**src/rtl/pcm_fifo_pkg.sv**
```systemverilog
package pcm_fifo_pkg;
  localparam int WORD_W  = 32;
  localparam int CAUSE_N = 3;
  localparam int C_TRIG  = 0;
  localparam int C_OVF   = 1;
  localparam int C_UDF   = 2;

  // width in bits selected by a 4-bit size code
  function automatic int unsigned code_width(input logic [3:0] code);
    case (code)
      4'd0: return 8;
      4'd1: return 10;
      4'd2: return 12;
      4'd3: return 14;
      4'd4: return 16;
      4'd5: return 18;
      4'd6: return 20;
      4'd7: return 24;
      default: return 32;
    endcase
  endfunction

  // place a sample into a full word, filling above its width
  function automatic logic [WORD_W-1:0] pack_word(input logic [WORD_W-1:0] s,
                                                  input logic [3:0] code,
                                                  input logic sext);
    int unsigned w;
    logic fill;
    logic [WORD_W-1:0] r;
    w    = code_width(code);
    fill = sext & s[w-1];
    for (int i = 0; i < WORD_W; i++) begin
      r[i] = (i < int'(w)) ? s[i] : fill;
    end
    return r;
  endfunction
endpackage

```
**src/rtl/pcm_word_packer.sv**
```systemverilog
module pcm_word_packer
  import pcm_fifo_pkg::*;
(
  input  logic [WORD_W-1:0] sample,
  input  logic [3:0]        size_code,
  input  logic              sext,
  output logic [WORD_W-1:0] word
);
  always_comb word = pack_word(sample, size_code, sext);
endmodule

```
**src/rtl/pcm_fifo_store.sv**
```systemverilog
module pcm_fifo_store #(
  parameter int DEPTH = 64,
  parameter int W     = 32,
  localparam int AW   = $clog2(DEPTH),
  localparam int CW   = $clog2(DEPTH + 1)
) (
  input  logic          clk,
  input  logic          rst_n,
  input  logic          push,
  input  logic          pop,
  input  logic [W-1:0]  din,
  output logic [W-1:0]  head,
  output logic [CW-1:0] count
);
  logic [W-1:0]  mem [DEPTH];
  logic [AW-1:0] wr_ptr, rd_ptr;

  function automatic logic [AW-1:0] bump(input logic [AW-1:0] p);
    return (p == AW'(DEPTH - 1)) ? '0 : p + 1'b1;
  endfunction

  always_ff @(posedge clk) begin
    if (push) mem[wr_ptr] <= din;
  end

  always_ff @(posedge clk or negedge rst_n) begin
    if (!rst_n) begin
      wr_ptr <= '0;
      rd_ptr <= '0;
      count  <= '0;
    end else begin
      if (push) wr_ptr <= bump(wr_ptr);
      if (pop)  rd_ptr <= bump(rd_ptr);
      case ({push, pop})
        2'b10:   count <= count + 1'b1;
        2'b01:   count <= count - 1'b1;
        default: count <= count;
      endcase
    end
  end

  assign head = mem[rd_ptr];
endmodule

```
**src/rtl/pcm_irq_ctrl.sv**
```systemverilog
module pcm_irq_ctrl #(
  parameter int N = 3
) (
  input  logic         clk,
  input  logic         rst_n,
  input  logic [N-1:0] hw_evt,
  input  logic [N-1:0] clr,
  input  logic [N-1:0] set,
  input  logic [N-1:0] mask,
  output logic [N-1:0] cause,
  output logic [N-1:0] masked,
  output logic         any
);
  for (genvar b = 0; b < N; b++) begin : g_bit
    always_ff @(posedge clk or negedge rst_n) begin
      if (!rst_n)                 cause[b] <= 1'b0;
      else if (hw_evt[b] | set[b]) cause[b] <= 1'b1;
      else if (clr[b])            cause[b] <= 1'b0;
    end
    assign masked[b] = cause[b] & mask[b];
  end
  assign any = |masked;
endmodule

```
**src/rtl/pcm_rx_fifo.sv**
```systemverilog
module pcm_rx_fifo
  import pcm_fifo_pkg::*;
#(
  parameter int DEPTH = 64,
  localparam int LW   = $clog2(DEPTH),
  localparam int CW   = $clog2(DEPTH + 1)
) (
  input  logic               clk,
  input  logic               rst_n,
  input  logic               wr_valid,
  input  logic [WORD_W-1:0]  wr_sample,
  input  logic [3:0]         word_size,
  input  logic               sign_ext,
  input  logic               rd_pop,
  output logic [WORD_W-1:0]  rd_data,
  output logic [CW-1:0]      fill_count,
  input  logic [LW-1:0]      trig_level,
  input  logic               freeze,
  input  logic [CAUSE_N-1:0] irq_clr,
  input  logic [CAUSE_N-1:0] irq_set,
  input  logic [CAUSE_N-1:0] irq_mask,
  output logic [CAUSE_N-1:0] irq_cause,
  output logic [CAUSE_N-1:0] irq_masked,
  output logic               irq,
  output logic               dma_req
);
  logic [WORD_W-1:0]  packed_word, head_word;
  logic               full, empty;
  logic               push_ok, pop_ok, ovf_evt, udf_evt, trig_hit;
  logic [CAUSE_N-1:0] hw_evt;

  pcm_word_packer u_pack (
    .sample(wr_sample), .size_code(word_size), .sext(sign_ext), .word(packed_word)
  );

  assign full    = (fill_count == CW'(DEPTH));
  assign empty   = (fill_count == '0);
  assign push_ok = wr_valid & ~freeze & ~full;
  assign pop_ok  = rd_pop & ~freeze & ~empty;
  assign ovf_evt = wr_valid & ~freeze & full;
  assign udf_evt = rd_pop & ~freeze & empty;
  assign trig_hit = (fill_count > CW'(trig_level));

  pcm_fifo_store #(.DEPTH(DEPTH), .W(WORD_W)) u_store (
    .clk(clk), .rst_n(rst_n), .push(push_ok), .pop(pop_ok),
    .din(packed_word), .head(head_word), .count(fill_count)
  );

  always_comb begin
    hw_evt         = '0;
    hw_evt[C_TRIG] = trig_hit;
    hw_evt[C_OVF]  = ovf_evt;
    hw_evt[C_UDF]  = udf_evt;
  end

  pcm_irq_ctrl #(.N(CAUSE_N)) u_irq (
    .clk(clk), .rst_n(rst_n), .hw_evt(hw_evt), .clr(irq_clr), .set(irq_set),
    .mask(irq_mask), .cause(irq_cause), .masked(irq_masked), .any(irq)
  );

  assign rd_data = empty ? '0 : head_word;
  assign dma_req = trig_hit;
endmodule

```
**config.mk**
```make
export PLATFORM = sky130hd
export DESIGN_NAME = pcm_rx_fifo
export DESIGN_NICKNAME = d
export VERILOG_FILES = /design/src/rtl/pcm_fifo_pkg.sv /design/src/rtl/pcm_word_packer.sv /design/src/rtl/pcm_fifo_store.sv /design/src/rtl/pcm_irq_ctrl.sv /design/src/rtl/pcm_rx_fifo.sv
export SDC_FILE = /design/constraint.sdc
export NUM_CORES = 2
export LEC_CHECK = 0
export BUFFER_PORTS_ARGS = -buffer_cell sky130_fd_sc_hd__buf_2
export CORE_ASPECT_RATIO = 0.8
export CORE_MARGIN = 3
export CORE_UTILIZATION = 65
export DETAILED_ROUTE_END_ITERATION = 8
export PLACE_DENSITY = 0.81
export SETUP_SLACK_MARGIN = 0.05
export SLEW_MARGIN = 40
export SYNTH_ARGS = -nofsm -noshare
export SYNTH_HDL_FRONTEND = slang
export SYNTH_HIERARCHICAL = 1
export SYNTH_SLANG_ARGS = --single-unit
```
**constraint.sdc**
```tcl
create_clock -name clk -period 9 [get_ports clk]
set_clock_uncertainty 0.05 [all_clocks]
set_input_delay 0.9 -clock clk [delete_from_list [all_inputs] [get_ports clk]]
set_output_delay 0.9 -clock clk [all_outputs]
set_load 0.02 [all_outputs]
```
==> flow_metrics.py <==
metrics = {
    "clock_network": {
        "insertion_delay_ps": 800,
        "htreeDepth": 4,
        "root_buffer": "clkbuf_16",
        "cts_num_sinks": 2070,
        "cts_max_path_buffers": 3,
        "cts_buffers": 181,
        "tritoncts": "built",
        "cts_hold_buf": 0,
        "clkSlewWorstSetupHoldPaths_ps": 60,
        "cts_resized": 0,
        "post-cts-setup-buffer-count": 0,
    },
    "finish": {
        "diodes": 0,
        "synthToLayoutAreaGrowth_pct": 11.1,
        "fin_nets": 3928,
        "fin_cells": 5615,
        "drive_above_1_share_pct": 27.9,
    },
    "setup_path": {
        "crit_slowest_cell": "dfrtp_4",
        "cp.required_ps": 8050,
        "crit_path_end_kind": "primary output",
        "critical_path.max_fanout": 63,
        "crit_chain": "buf_12, buf_12, buf_16, mux4_2, mux4_2, a22oi_1, nand2_1, nor2b_1, buf_2",
        "critPathKind": "reg2out",
        "start_kind": "flop",
        "cp.arrival_ps": 5170,
        "max_stage_delay_ps": 760,
    },
    "power_and_ir_drop": {
        "power.internal_w": 0.0176,
        "p_switching_w": 0.00768,
        "leakagePower_nw": 28.2,
        "p_clk_share_pct": 29.8,
        "swShare_pct": 30.3,
        "p_comb_share_pct": 26.1,
        "cellPowerDensity_nw_per_um2": 283,
        "p_seq_share_pct": 44.0,
        "vdd_drop_max_uv": 288,
    },
    "logic_synthesis": {
        "synth_area_um2": 80500,
        "synth_seq_cells": 2070,
        "synth-edff-count": 2048,
        "synth_top_cell_by_area": "edfxtp_1",
        "syn_area_per_cell_um2": 22.0,
        "syn_nets": 3731,
        "syn_inst": 3661,
        "yosys.cell_types.count": 65,
        "yosys.area.top_type_share_pct": 76.4,
        "async_reset_ff_share_pct": 1.06,
        "yosysWarnings": 6,
        "synthTopCellsByArea": "edfxtp_1 (76%), mux4_2 (14%), mux2i_1 (1.7%)",
        "yosysSeqAreaShare_pct": 77.0,
        "ys.flop_type": "edfxtp_1",
    },
    "global_route": {
        "met2_usage_pct": 54.0,
        "grt_most_used_layer": "met2",
        "met1_usage_pct": 46.6,
        "grt_usage_pct": 34.4,
        "grt_pass1_vias": 42100,
        "grt_pass1_wl_um": 308000,
        "grt-ovfl-total": 0,
        "grt_max_degree": 78,
        "antenna_found_initial": 5,
        "gr-usage-met3_pct": 9.17,
    },
    "placed_design": {
        "place_hpwl_um": 106000,
        "io_buffers": 103,
        "place.gp.congestion": 0.839,
        "dp_cells": 5298,
    },
    "sta": {
        "finalHoldViolCount": 0,
        "period_needed_ps": 6120,
        "rsz0062_at_grt": "false",
        "relSlewSlack_pct": 38.8,
        "finalSetupViolations": 0,
        "drv_slew": 0,
        "max_freq_mhz": 164,
        "finalCritPeriodShare_pct": 67.9,
        "tightestPinTransition_ps": 918,
        "finalSetupTns_ps": 0,
        "hold_ws_ps": 38.8,
    },
    "route": {
        "drtPass1Iterations": 6,
        "vias": 41400,
        "drc_errors": 0,
        "drt_iter0_markers": 6474,
        "viasPerCell": 7.38,
        "routedWlPerCell_um": 38.2,
        "ant_nets": 0,
        "totalWireLength_um": 214000,
    },
    "floorplanning": {
        "start_util_pct": 66.0,
        "die_h_um": 321,
        "dieArea_um2": 128000,
        "core_area_um2": 122000,
        "dieWidth_um": 400,
        "pin_count": 104,
        "row_count": 114,
    },
    "worst_hold_path": {
        "worstHoldPathType": "in2async",
    },
    "run": {
        "drv_cap": 0,
    },
    "outcome": {
        "status": "finished clean",
    },
}
layout make-up:
type,instances,area [um^2]
Tap cell,1624,2030
Clock inverter,83,673
Multi-Input combinational cell,1342,18000
Clock buffer,233,4930
Inverter,27,106
Fill cell,6436,32500
Timing Repair Buffer,236,1680
Sequential cell,2070,62100
worst max-delay path: cells and delay by family, from the launching register on:
| family | cells | cell delay, ps |
|---|---|---|
| muxes | 2 | 1190 |
| AOI/OAI and AO/OA | 1 | 500 |
| and+or+nand+nor | 2 | 360 |
| DFF | 1 | 760 |
| buffers and inverters | 4 | 1390 |
registers in the layout, summed over array words and instances (netlist names):
signal,cells
u_store/wr_ptr,6
u_store/rd_ptr,6
u_store/mem,2048
u_irq/cause,3
u_store/count,7
per-stage QoR:
stage               instance area [um^2]  util [%]  worst slack (ps)  total power (W)
finish                             89500      73.4              2880           0.0253
global route                       89500      73.4              2650           0.0260
CTS                                89400      73.3              2870           0.0253
detailed placement                 83800      68.7              3920           0.0177
global placement                   83600      68.6              3560           0.0175
floorplan                          80500         -              1380           0.0156
Yosys cell counts, types with 4 or more instances:
cell / n
edfxtp_1: 2048
mux4_2: 503
xnor2_1: 8
a22o_1: 24
nand2_1: 91
xor2_1: 6
a31o_2: 4
nand4_1: 5
a221oi_1: 50
and2_1: 5
a211oi_1: 6
nand3b_1: 6
dfrtp_1: 22
and3b_1: 4
o311ai_0: 4
a211o_1: 5
nor2_1: 102
buf_4: 33
a21o_1: 4
ha_1: 13
inv_1: 26
o2111ai_1: 4
nor3_1: 13
mux2_2: 19
buf_2: 45
nor2b_1: 44
nand3_1: 33
buf_6: 20
o22ai_1: 23
o221ai_1: 39
nand2b_1: 11
o21ai_0: 37
a221o_1: 4
clkbuf_1: 100
buf_1: 24
a31oi_1: 7
o211ai_1: 13
nor3b_1: 4
o22a_1: 5
mux2i_1: 137
a21oi_1: 28
a22oi_1: 47
power groups by stage:
stage	Clock, W	Combinational (W)	Sequential [W]
after CTS	0.00760	0.00656	0.0111
final	0.00755	0.00662	0.0111
after floorplan	0	0.00438	0.0112
after global routing	0.00796	0.00689	0.0112
after detailed placement	0	0.00640	0.0113
after global placement	0	0.00619	0.0113
kinds of logic (layout without fill, tap and decap cells):
kind of cell    after synthesis  after routing  share of synthesized area, %
xor+xnor                     14             14                         0.152
fa+ha+maj                    13             13                         0.202
simple gates                333            333                          1.97
buf+inv                     249            579                          1.57
compound gates              322            322                          3.01
mux                         660            660                          16.0
flops                      2070           2070                          77.0
worst paths after layout:
check                                  startpoint                   to  slack (ps)  depth (start not counted)
worst min-delay path                        rst_n     u_store/count[5]          40                          1
min in group clk                       irq_clr[1]       u_irq/cause[1]         260                          2
max in group asynchronous                   rst_n    u_store/rd_ptr[0]        8410                          1
worst max-delay path            u_store/rd_ptr[0]          rd_data[26]        2880                          9
worst max register to register   u_store/count[1]  u_store/mem[27][23]        4590                          7
worst min register to register     u_irq/cause[2]       u_irq/cause[2]         530                          2
routing by layer:
metal / wire [um] / part of all wire (%)
met5: 30 / 0.014
met4: 10500 / 4.9
met3: 30600 / 14
met1: 69500 / 32
met2: 104000 / 48
cells in the final DEF (no fill, tap or decap), types with 47 or more instances in the layout:
cell type  instances
a221oi_1          50
a22oi_1           47
buf_2             96
buf_4            124
clkbuf_16        188
edfxtp_1        2048
mux2i_1          133
mux4_2           503
nand2_1           91
nor2_4            61
(Power assumes the default switching activity.)
